`src/rtl/ecp_rle_pkg.sv`:
```
package ecp_rle_pkg;
    localparam int BYTE_W = 8;
    localparam int CNT_W  = BYTE_W - 1;

    typedef struct packed {
        logic              mark;
        logic [BYTE_W-1:0] data;
    } q_word_t;

    function automatic logic is_count(q_word_t w);
        return (w.mark == 1'b0) && (w.data[BYTE_W-1] == 1'b0);
    endfunction
endpackage

```
`src/rtl/ecp_rle_store.sv`:
```
module ecp_rle_store
    import ecp_rle_pkg::*;
#(
    parameter int DEPTH = 16
) (
    input  logic                       clk,
    input  logic                       rst_n,
    input  logic                       push,
    input  q_word_t                    push_word,
    input  logic [1:0]                 pop_num,
    output q_word_t                    head_word,
    output q_word_t                    next_word,
    output logic [$clog2(DEPTH):0]     level,
    output logic                       full,
    output logic                       empty
);
    localparam int AW = $clog2(DEPTH);
    localparam int PW = AW + 1;

    typedef struct packed {
        logic [PW-1:0] wptr;
        logic [PW-1:0] rptr;
    } ptr_t;

    ptr_t    st_q, st_d;
    q_word_t mem [DEPTH];
    logic    push_ok;

    always_comb begin
        full    = (st_q.wptr[AW] != st_q.rptr[AW]) &&
                  (st_q.wptr[AW-1:0] == st_q.rptr[AW-1:0]);
        empty   = (st_q.wptr == st_q.rptr);
        level   = st_q.wptr - st_q.rptr;
        push_ok = push && !full;
        st_d    = st_q;
        if (push_ok) begin
            st_d.wptr = st_q.wptr + PW'(1);
        end
        st_d.rptr = st_q.rptr + PW'(pop_num);
    end

    always_ff @(posedge clk) begin
        if (!rst_n) begin
            st_q <= '0;
        end else begin
            st_q <= st_d;
        end
    end

    always_ff @(posedge clk) begin
        if (push_ok) begin
            mem[st_q.wptr[AW-1:0]] <= push_word;
        end
    end

    logic [AW-1:0] nxt_idx;
    always_comb begin
        nxt_idx   = st_q.rptr[AW-1:0] + AW'(1);
        head_word = mem[st_q.rptr[AW-1:0]];
        next_word = mem[nxt_idx];
    end
endmodule

```
`src/rtl/ecp_rle_expander.sv`:
```
module ecp_rle_expander
    import ecp_rle_pkg::*;
#(
    parameter int LVL_W = 5
) (
    input  logic              clk,
    input  logic              rst_n,
    input  logic              rd_en,
    input  q_word_t           head_word,
    input  q_word_t           next_word,
    input  logic [LVL_W-1:0]  level,
    output logic [1:0]        pop_num,
    output logic [BYTE_W-1:0] out_byte
);
    typedef struct packed {
        logic              run_on;
        logic [CNT_W-1:0]  left;
        logic [BYTE_W-1:0] last;
    } exp_t;

    exp_t st_q, st_d;

    always_comb begin
        st_d    = st_q;
        pop_num = 2'd0;
        if (rd_en) begin
            if (st_q.run_on) begin
                if (level >= LVL_W'(1)) begin
                    st_d.last = head_word.data;
                    if (st_q.left == '0) begin
                        pop_num     = 2'd1;
                        st_d.run_on = 1'b0;
                    end else begin
                        st_d.left = st_q.left - CNT_W'(1);
                    end
                end
            end else if (level >= LVL_W'(1)) begin
                if (is_count(head_word)) begin
                    if (level >= LVL_W'(2)) begin
                        st_d.last = next_word.data;
                        if (head_word.data[CNT_W-1:0] == '0) begin
                            pop_num = 2'd2;
                        end else begin
                            pop_num     = 2'd1;
                            st_d.run_on = 1'b1;
                            st_d.left   = head_word.data[CNT_W-1:0] - CNT_W'(1);
                        end
                    end
                end else begin
                    st_d.last = head_word.data;
                    pop_num   = 2'd1;
                end
            end
        end
    end

    always_ff @(posedge clk) begin
        if (!rst_n) begin
            st_q <= '0;
        end else begin
            st_q <= st_d;
        end
    end

    assign out_byte = st_q.last;
endmodule

```
`src/rtl/ecp_rle_fifo.sv`:
```
module ecp_rle_fifo
    import ecp_rle_pkg::*;
#(
    parameter int DEPTH = 16
) (
    input  logic              clk,
    input  logic              rst_n,
    input  logic              wr_en,
    input  logic              wr_cmd,
    input  logic [BYTE_W-1:0] wr_data,
    input  logic              rd_en,
    output logic [BYTE_W-1:0] rd_data,
    output logic              full,
    output logic              empty
);
    localparam int LVL_W = $clog2(DEPTH) + 1;

    q_word_t           in_word, head_w, next_w;
    logic [LVL_W-1:0]  lvl;
    logic [1:0]        pops;

    always_comb begin
        in_word.mark = !wr_cmd;
        in_word.data = wr_data;
    end

    ecp_rle_store #(.DEPTH(DEPTH)) u_store (
        .clk       (clk),
        .rst_n     (rst_n),
        .push      (wr_en),
        .push_word (in_word),
        .pop_num   (pops),
        .head_word (head_w),
        .next_word (next_w),
        .level     (lvl),
        .full      (full),
        .empty     (empty)
    );

    ecp_rle_expander #(.LVL_W(LVL_W)) u_exp (
        .clk       (clk),
        .rst_n     (rst_n),
        .rd_en     (rd_en),
        .head_word (head_w),
        .next_word (next_w),
        .level     (lvl),
        .pop_num   (pops),
        .out_byte  (rd_data)
    );
endmodule

```
`config.mk`:
```
export PLATFORM = sky130hd
export DESIGN_NAME = ecp_rle_fifo
export DESIGN_NICKNAME = d
export VERILOG_FILES = /design/src/rtl/ecp_rle_pkg.sv /design/src/rtl/ecp_rle_store.sv /design/src/rtl/ecp_rle_expander.sv /design/src/rtl/ecp_rle_fifo.sv
export SDC_FILE = /design/constraint.sdc
export NUM_CORES = 1
export LEC_CHECK = 0
export CORE_MARGIN = 4
export CORE_UTILIZATION = 55
export CTS_CLUSTER_DIAMETER = 150
export CTS_CLUSTER_SIZE = 25
export DETAILED_ROUTE_END_ITERATION = 6
export GPL_ROUTABILITY_DRIVEN = 0
export HOLD_SLACK_MARGIN = 0.15
export PLACE_DENSITY = 0.8
export SYNTH_ARGS = -nofsm -noshare
export SYNTH_HDL_FRONTEND = slang
export SYNTH_SLANG_ARGS = --single-unit
```
`constraint.sdc`:
```
create_clock -name clk -period 4.12 [get_ports clk]
set_clock_uncertainty 0.2 [all_clocks]
set_input_delay 0.412 -clock clk [delete_from_list [all_inputs] [get_ports clk]]
set_output_delay 0.412 -clock clk [all_outputs]
set_load 0.05 [all_outputs]
```
# --- After elaboration in Yosys (flattened, before gate mapping) ---
# Memory sizes are Yosys's and may differ from the RTL's. A register that Yosys moved wholly into a read port is not among the register bits.
# Index checks and enable logic that the tools add are counted.
word_totals:
  in_bits: 13
  mem_bits_rw: 144
  reg_bits: 26
  mem_count: 1
op_classes:
  n_reduce_logical: 11
  bitwise_logic: 2
  addsub: 6
  order_cmp: 2
  mux: 20
  eq_ne: 6
mem_list:
  columns: ["memory", "words", "word_bits", "read_ports", "rd_ports_with_merged_regs", "write_ports", "line_no", "source"]
  rows:
  - ["u_store.mem", 16, 9, 2, 1, 1, "ecp_rle_store.sv:26", "q_word_t mem [DEPTH];"]
op_table:
  columns: ["cell", "count"]
  rows:
  - ["$mux W16", 4]
  - ["$mux W8", 3]
  - ["$logic_not A7 Y1", 2]
  - ["$mux W2", 7]
  - ["$sub A7 B1 Y7 const B", 2]
  - ["$mux W7", 1]
  - ["$reduce_and A6 Y1", 1]
  - ["$add A5 B1 Y5 const B", 1]
  - ["$add A5 B2 Y5", 1]
  - ["$eq A5 B5 Y1", 1]
  - ["$ge A5 B1 Y1 const B", 1]
  - ["$ge A5 B2 Y1 const B", 1]
  - ["$sub A5 B5 Y5", 1]
  - ["$add A4 B1 Y4 const B", 1]
  - ["$eq A4 B4 Y1", 1]
  - ["$mux W1", 4]
  - ["$mux W4", 1]
  - ["$reduce_bool A2 Y1", 2]
  - ["$logic_and A1 B1 Y1", 3]
  - ["$ne A3 B2 Y1 const B", 1]
  - ["$reduce_and A3 Y1", 1]
  - ["$logic_not A1 Y1", 2]
  - ["$ne A2 B1 Y1 const B", 1]
  - ["$ne A2 B2 Y1 const B", 1]
  - ["2 further kinds", 3]

# --- Logic depth before layout (Yosys ltp) ---
# Gate-level depths: netlist of the first run.
depth:
  word_depth: 9
  depth_mapped: 21
  mapped_depth_nobuf: 16

# --- Hierarchy ---
# From an unflattened synthesis of the first run, not the netlist that was laid out.
hier_totals:
  hier_cells: 544
  hier_area_um2: 8618.3
by_module_without_submodules:
  columns: ["module", "seq_area_each_um2", "cells_per_inst", "n_inst", "area_each_um2"]
  rows:
  - ["ecp_rle_store", 4524.3, 427, 1, 7512.2]
  - ["ecp_rle_expander", 320.3, 116, 1, 1102.3]
  - ["ecp_rle_fifo", 0.0, 1, 1, 3.8]

# --- Worst setup path after synthesis of the first run ---
# Ideal clock, no wire load.
synth_timing:
  kind: "register to register"
  from: "register u_store.st_q[0] (netlist name)"
  to: "register u_store.st_q[4] (netlist name)"
  t_arrival_ns: 3.967
  required_time_ns: 3.791
  path_stages_with_launch: 22
  slack_ns: -0.175
  path_cell_list: "dfxtp_1 > buf_2 > buf_6 > buf_6 > buf_6 > mux4_2 > a22oi_1 > nand3_1 > inv_1 > ha_1 > nand4_1 > a211oi_2 > and2_1 > clkbuf_1 > o21ai_0 > and3_1 > ha_1 > inv_1 > fa_1 > nor3_1 > xnor2_1 > nor2_1"
synth_via:
  elab_chain_len: 8
  elab_cells_between_ends: 10
synth_rtl:
  columns: ["element", "line_no", "source"]
  rows:
  - ["start: declaration", "ecp_rle_store.sv:25", "ptr_t st_q, st_d;"]
  - ["start signal: assignment", "ecp_rle_store.sv:46", "st_q <= st_d;"]
  - ["$sub A5 B5 Y5", "ecp_rle_store.sv:33", "level = st_q.wptr - st_q.rptr;"]
  - ["$ge A5 B2 Y1", "ecp_rle_expander.sv:39", "if (level >= LVL_W'(2)) begin"]
  - ["$mux W2", "ecp_rle_expander.sv:39", null]
  - ["$mux W2", "ecp_rle_expander.sv:38", "if (is_count(head_word)) begin"]
  - ["$mux W2", "ecp_rle_expander.sv:37", "end else if (level >= LVL_W'(1)) begin"]
  - ["$mux W2", "ecp_rle_expander.sv:27", "if (st_q.run_on) begin"]
  - ["$mux W2", "ecp_rle_expander.sv:26", "if (rd_en) begin"]
  - ["$add A5 B2 Y5 (*)", "ecp_rle_store.sv:39", "st_d.rptr = st_q.rptr + PW'(pop_num);"]
# Mark *: on every way between the ends. The rest lies on a longest branch, timed or not.
# A chain may end at the register's enable or synchronous reset.

# --- Worst setup path in the final report of the first run ---
layout_timing:
  from: "register u_store.st_q[2] (netlist name)"
  to: "register u_store.st_q[4] (netlist name)"
# The elaborated chain is that of the path after synthesis.

==> flow_summary.ini, run 1 <==
[outcome]
status = finished clean

[routing]
dr.pass1.iters = 6
vias = 5510
ant_nets = 0
routed_via_density = 6.80
wl_per_cell_um = 25.7
drc = 0
totalWireLength_mm = 20.8
drt-initial-drc-count = 671

[synth]
synth-edff-count = 144
ys.flop_type = edfxtp_1
synthArstFlopShare = 0
yosysMostFrequentCell = edfxtp_1
syn-num-nets = 593
ys_ff_latch = 170
avgSynthCellArea_sq_um = 15.1
ys_types = 57
yosys.area.top_type = edfxtp_1
ys_seq_area_frac = 0.567
ys_warn_count = 0
synth_area_sq_um = 8550
synthTopCellsByArea = edfxtp_1 (51%), mux4_2 (16%), dfxtp_1 (6.1%)
synthTopCellsByCount = edfxtp_1 (144), mux4_2 (59), nor2_1 (37)
synth_cells = 565
netlist.area_leader.share = 0.506

[timing]
setup-violations-final = 0
grt_setup_unrepaired = no
tightestPinTransition_ns = 0.941
fmax_mhz = 256
layout_worst_path_cycle_share = 0.949
fin_crit_ns = 3.91
finalMaxSlewViolations = 0
finalSetupTns_ns = 0
hold_viol = 0
relSlewSlack = 0.370

[clock_tree]
clock_sinks = 170
cts_tree = done
cts_buffers = 17
postCtsHoldBufs = 0
ctsRootBufferMaster = clkbuf_16
cts-htree-levels = 4
insertion_delay_ns = 0.44
clkSlewWorstSetupHoldPaths_ns = 0.07
clk_path_buf_depth = 2

[placement]
io_buffers = 22
dp_hpwl_mm = 14.6
place_area_sq_um = 9110

[critical_path]
critPathRequiredTime_ns = 4.23
end_kind = flop
worstPathArrival_ns = 4.02
crit_top_cell = buf_4
crit_chain = buf_4 > buf_4 > mux4_1 > mux2i_1 > o2111ai_1 > a211oi_2 > and2_1 > o21ai_0 > and3_1 > ha_1 > inv_1 > fa_1 > nor3_1 > xnor2_1 > nor2_1
path_class = flop to flop
reg2reg_from = u_store.st_q[2]
max_stage_delay_ns = 0.53
path_max_fanout = 17
crit_path_start_kind = flop
cp_slowest_cell = dfxtp_1
crit_start = u_store.st_q[2]

[layout]
nets = 637
num_antenna_cells = 0
drive_gt1_frac = 0.244
final_area_sq_um = 9730
syn_to_final_growth_pct = 13.9
fill_cells = 1035

[power]
power_density_nw_per_um2 = 646
power_frac_clock = 0.260
p_leak_nw = 3.29
pwr-share-seq = 0.328
peakVddDrop_v = 0.000465
sw_frac_of_total = 0.350
comb_power_share = 0.412
total_power_mw = 6.29
p_int_mw = 4.09
switchingPower_mw = 2.20

[grt]
grt_pass1_wl_mm = 32.1
grt_use_total = 0.245
antenna_found_initial = 0
grt_pass1_vias = 5475
grt_max_degree = 30
overflow = 0

[die]
rows = 45
core_area_sq_um = 15200
io_pins = 23
die_w_um = 133
fp.dieH_um = 133
initial_utilization = 0.562
die-area_sq_um = 17600

[job]
max_cap_viol_count = 0

[worst_hold_path]
holdCritStartpoint = u_exp.st_q[14]
hold_path.class = flop to flop
-- per-stage QoR --
step / hold slack (ns) / setup slack, ns / util / instances
2_1_floorplan: 0.249 / 0.0103 / - / 565
6_report: 0.287 / 0.209 / 0.640 / 810
5_1_grt: 0.314 / 0.0255 / 0.640 / 810
3_5_place_dp: 0.274 / 0.159 / 0.599 / 777
4_1_cts: 0.285 / 0.0744 / 0.639 / 809
3_3_place_gp: 0.272 / 0.176 / 0.599 / 777
-- power groups by stage --
| stage | Combinational (mW) | Sequential, mW | Clock, mW |
|---|---|---|---|
| floorplan | 2.01 | 2.04 | 0 |
| global placement | 2.48 | 2.11 | 0 |
| detailed placement | 2.52 | 2.12 | 0 |
| CTS | 2.53 | 2.08 | 1.65 |
| global route | 2.76 | 2.08 | 1.73 |
| finish | 2.59 | 2.07 | 1.63 |
-- metal layers --
layer | track usage | part of all wire
met2 | 0.386 | 0.49
met4 | 0.105 | 0.036
met1 | 0.321 | 0.38
met5 | 0 | 0
met3 | 0.0684 | 0.099
-- cell families (layout without fill, tap and decap cells) --
family | after synthesis | count (layout) | share of synthesized area
XOR/XNOR | 18 | 18 | 0.0184
adder cells (fa/ha/maj) | 15 | 15 | 0.0237
flip-flops | 170 | 170 | 0.567
multiplexers | 89 | 89 | 0.204
buffers and inverters | 59 | 116 | 0.0366
AND/OR/NAND/NOR | 125 | 125 | 0.0695
AO/OA/AOI/OAI | 89 | 89 | 0.0810
-- what timing repair did --
action | in CTS | in global routing
resized for setup | 0 | 2
setup endpoints to repair | 0 | 9
buffers inserted | 0 | 1
-- worst max-delay path: cells and delay by family (launching register included) --
| family | cells | cell delay, ns |
|---|---|---|
| AND/OR/NAND/NOR | 4 | 0.50 |
| adder cells (fa/ha/maj) | 2 | 0.40 |
| XOR/XNOR | 1 | 0.15 |
| multiplexers | 2 | 0.71 |
| buffers and inverters | 3 | 0.71 |
| AO/OA/AOI/OAI | 3 | 0.59 |
| flip-flops | 1 | 0.53 |
-- worst paths after layout --
check / end / depth (start not counted) / slack (ns)
setup / recovery: u_store.st_q[4] / 15 / 0.21
hold / removal: u_exp.st_q[14] / 2 / 0.29
setup reg to reg: u_store.st_q[4] / 15 / 0.21
hold reg to reg: u_exp.st_q[14] / 2 / 0.29
-- sequential cells by signal (all words and copies together), names as in the netlist --
register        flops
u_exp.st_q          8
u_store.st_q       10
u_store.mem       144
u_exp.out_byte      8
-- cell usage in the layout, fill, tap and decap left out, drive strengths merged, types with 3 or more instances in the layout --
master | netlist | routed
a2111oi | 4 | 4
a211oi | 15 | 15
a21oi | 10 | 10
a22o | 4 | 4
a22oi | 7 | 7
a31oi | 6 | 6
and2 | 3 | 3
and3 | 4 | 4
buf | 26 | 44
clkbuf | 15 | 18
clkdlybuf4s50 | 0 | 21
clkinvlp | 0 | 3
dfxtp | 26 | 26
edfxtp | 144 | 144
ha | 13 | 13
inv | 17 | 27
mux2i | 23 | 23
mux4 | 66 | 66
nand2 | 28 | 28
nand2b | 7 | 7
nand3 | 9 | 9
nand4 | 3 | 3
nor2 | 37 | 37
nor2b | 12 | 12
nor3 | 14 | 14
o21ai | 13 | 13
o22ai | 6 | 6
o311a | 3 | 3
or2 | 3 | 3
or3 | 3 | 3
xnor2 | 9 | 9
xor2 | 9 | 9
-- cell type report --
class                   instances  area (sq um)  share of cell area
well taps                     188           235              0.0242
flip-flops and latches        170          4850               0.499
clock inverters                15           178              0.0183
inverters                      18          67.6             0.00694
clock buffers                  17           425              0.0437
multi-input cells             336          3410               0.350
repair buffers                 66           567              0.0582
No activity file was read; power rests on OpenSTA's default activity.
==> run 2, diff against run 1 <==
Settings changed: MAX_ROUTING_LAYER set to met4, PLACE_DENSITY 0.8 to 0.72, TNS_END_PERCENT set to 10.
==> run 2 against run 1 <==
Against the previous run:
- the flow now finishes with violations (design-rule violations)
- non-clock buffer count is the same
- count of clock-buffer cells in the layout unchanged
- flip-flop and latch count did not move
- global-route usage grew 1.3 points
- first-iteration DRC count fell by 2.2%
- total power is 1.2% lower
- highest routed layer unchanged
==> flow_summary.ini, run 2 (synthesis results as in run 1) <==
[outcome]
status = complete, but fails checks
violations = design-rule violations

[power]
peakVddDrop_v = 0.000358
comb_power_share = 0.416
switchingPower_mw = 2.19
sw_frac_of_total = 0.353
power_density_nw_per_um2 = 640
p_int_mw = 4.02
p_leak_nw = 3.28
pwr-share-seq = 0.332
power_frac_clock = 0.252

[layout]
nets = 637
syn_to_final_growth_pct = 13.6
layout_common_cells = edfxtp_1 (144), mux4_2 (59), buf_4 (45), nor2_1 (36), nand2_1 (28)
final_common_cell = edfxtp_1
num_antenna_cells = 0
final_area_sq_um = 9710
largest_register_ffs = 144
fill_cells = 1095
drive_gt1_frac = 0.252

[critical_path]
end_kind = flop
path_class = flop to flop
r2r_cells = 14
path_max_fanout = 17
worstPathArrival_ns = 4.05
r2r_setup_slack_ns = 0.17
reg2reg_from = u_store.st_q[1]
r2r-end = u_store.st_q[4]
critPathRequiredTime_ns = 4.22
crit_path_start_kind = flop

[grt]
grt_use_total = 0.257
grt_pass1_wl_mm = 32.5
overflow = 0
antenna_found_initial = 0
grt_max_degree = 31
grt_pass1_vias = 5486

[timing]
setup-violations-final = 0
finalSetupTns_ns = 0
finalMaxSlewViolations = 0
layout_worst_path_cycle_share = 0.959
fmax_mhz = 253
grt_setup_unrepaired = no
fin_crit_ns = 3.95
relSlewSlack = 0.398
hold_viol = 0
tightestPinTransition_ns = 0.903

[worst_hold_path]
hold_path.class = flop to flop
holdCritStartpoint = u_exp.out_byte[7]
worstHoldPathCells = 2
min_to = u_exp.out_byte[7]

[placement]
place_area_sq_um = 9060
io_buffers = 22
dp_hpwl_mm = 15.0

[routing]
drt-initial-drc-count = 656
drc = 10
dr.pass1.iters = 7
totalWireLength_mm = 21.1
ant_nets = 0
routed_via_density = 6.75
wl_per_cell_um = 26.1
vias = 5464

[die]
fp.dieH_um = 133
rows = 45
die-area_sq_um = 17600
initial_utilization = 0.562
io_pins = 23
die_w_um = 133
core_area_sq_um = 15200

[clock_tree]
cts-htree-levels = 4
clk_path_buf_depth = 2
insertion_delay_ns = 0.43
cts_tree = done
ctsRootBufferMaster = clkbuf_16
cts_buffers = 17
clock_sinks = 170
clkSlewWorstSetupHoldPaths_ns = 0.07

[job]
max_cap_viol_count = 0
run 2: cell types whose count changed in the layout (fill, tap and decap cells not counted), sizes merged:
cell and change:
clkinv +6, clkbuf -1, bufinv -1, buf +2, inv -4, clkinvlp -1
clkdlybuf4s50 -1
run 2: per-layer routing:
layer | wire (um) | global-route usage | up-vias
li1 | - | - | 2343
met4 | 811 | 0.107 | 0
met2 | 10200 | 0.394 | 292
met3 | 1670 | 0.0612 | 55
met5 | 0 | - | -
met1 | 8480 | 0.334 | 2774
run 2: worst max path at each step:
stage	startpoint	endpoint	slack, ns	depth (start not counted)
after floorplan	u_store.st_q[0]	u_store.st_q[4]	0.01	21
after global placement	u_store.st_q[1]	u_store.st_q[4]	0.17	14
after detailed placement	u_store.st_q[1]	u_store.st_q[4]	0.04	14
after CTS	u_store.st_q[0]	u_store.st_q[4]	0.08	17
after global routing	u_store.st_q[0]	u_store.st_q[4]	0.01	17
final	u_store.st_q[1]	u_store.st_q[4]	0.17	14
run 2: power groups by stage:
stage	Sequential [mW]	Clock (mW)	Combinational, mW
floorplan	2.04	0	2.01
global placement	2.11	0	2.45
detailed placement	2.11	0	2.48
CTS	2.08	1.59	2.50
global route	2.08	1.66	2.77
finish	2.07	1.56	2.58
run 2: timing repair:
item	4_1_cts	5_1_grt
cloned	0	0
setup endpoints to repair	1	8
hold buffers	0	0
buffers inserted	0	6
resized for setup	1	6
run 2: final cells by class:
cell class,instances,area (sq um),area share
clock buffers,17,425,0.0438
clock inverters,15,160,0.0165
flip-flops and latches,170,4850,0.500
multi-input cells,336,3410,0.351
inverters,18,67.6,0.00696
repair buffers,66,558,0.0575
well taps,188,235,0.0242
run 2: stage by stage:
step / cells / setup WS (ns) / utilization / total power [mW] / hold slack [ns]
after floorplan: 565 / 0.0103 / - / 4.04 / 0.249
after global placement: 772 / 0.173 / 0.596 / 4.56 / 0.264
after detailed placement: 772 / 0.0427 / 0.596 / 4.60 / 0.288
after CTS: 804 / 0.0758 / 0.635 / 6.17 / 0.305
after global routing: 810 / 0.0111 / 0.639 / 6.51 / 0.325
final: 810 / 0.171 / 0.639 / 6.21 / 0.304
run 2: critical path, cell delays in order, from the launching register on:
cell and delay (ns):
dfxtp_4 0.53, buf_4 0.27, mux4_1 0.61, mux2i_1 0.37
o2111ai_1 0.24, a211oi_2 0.28, and2_2 0.25, o21ai_0 0.08
and3_1 0.18, ha_1 0.20, inv_1 0.09, fa_1 0.21
nor3_1 0.07, xnor2_1 0.15, nor2_1 0.05
==> run 3, diff against run 2 <==
Settings changed: SKIP_CTS_REPAIR_TIMING set to 1.
==> results of run 3 <==
Same layout as run 2: the final DEF is identical, and so are final timing and power.
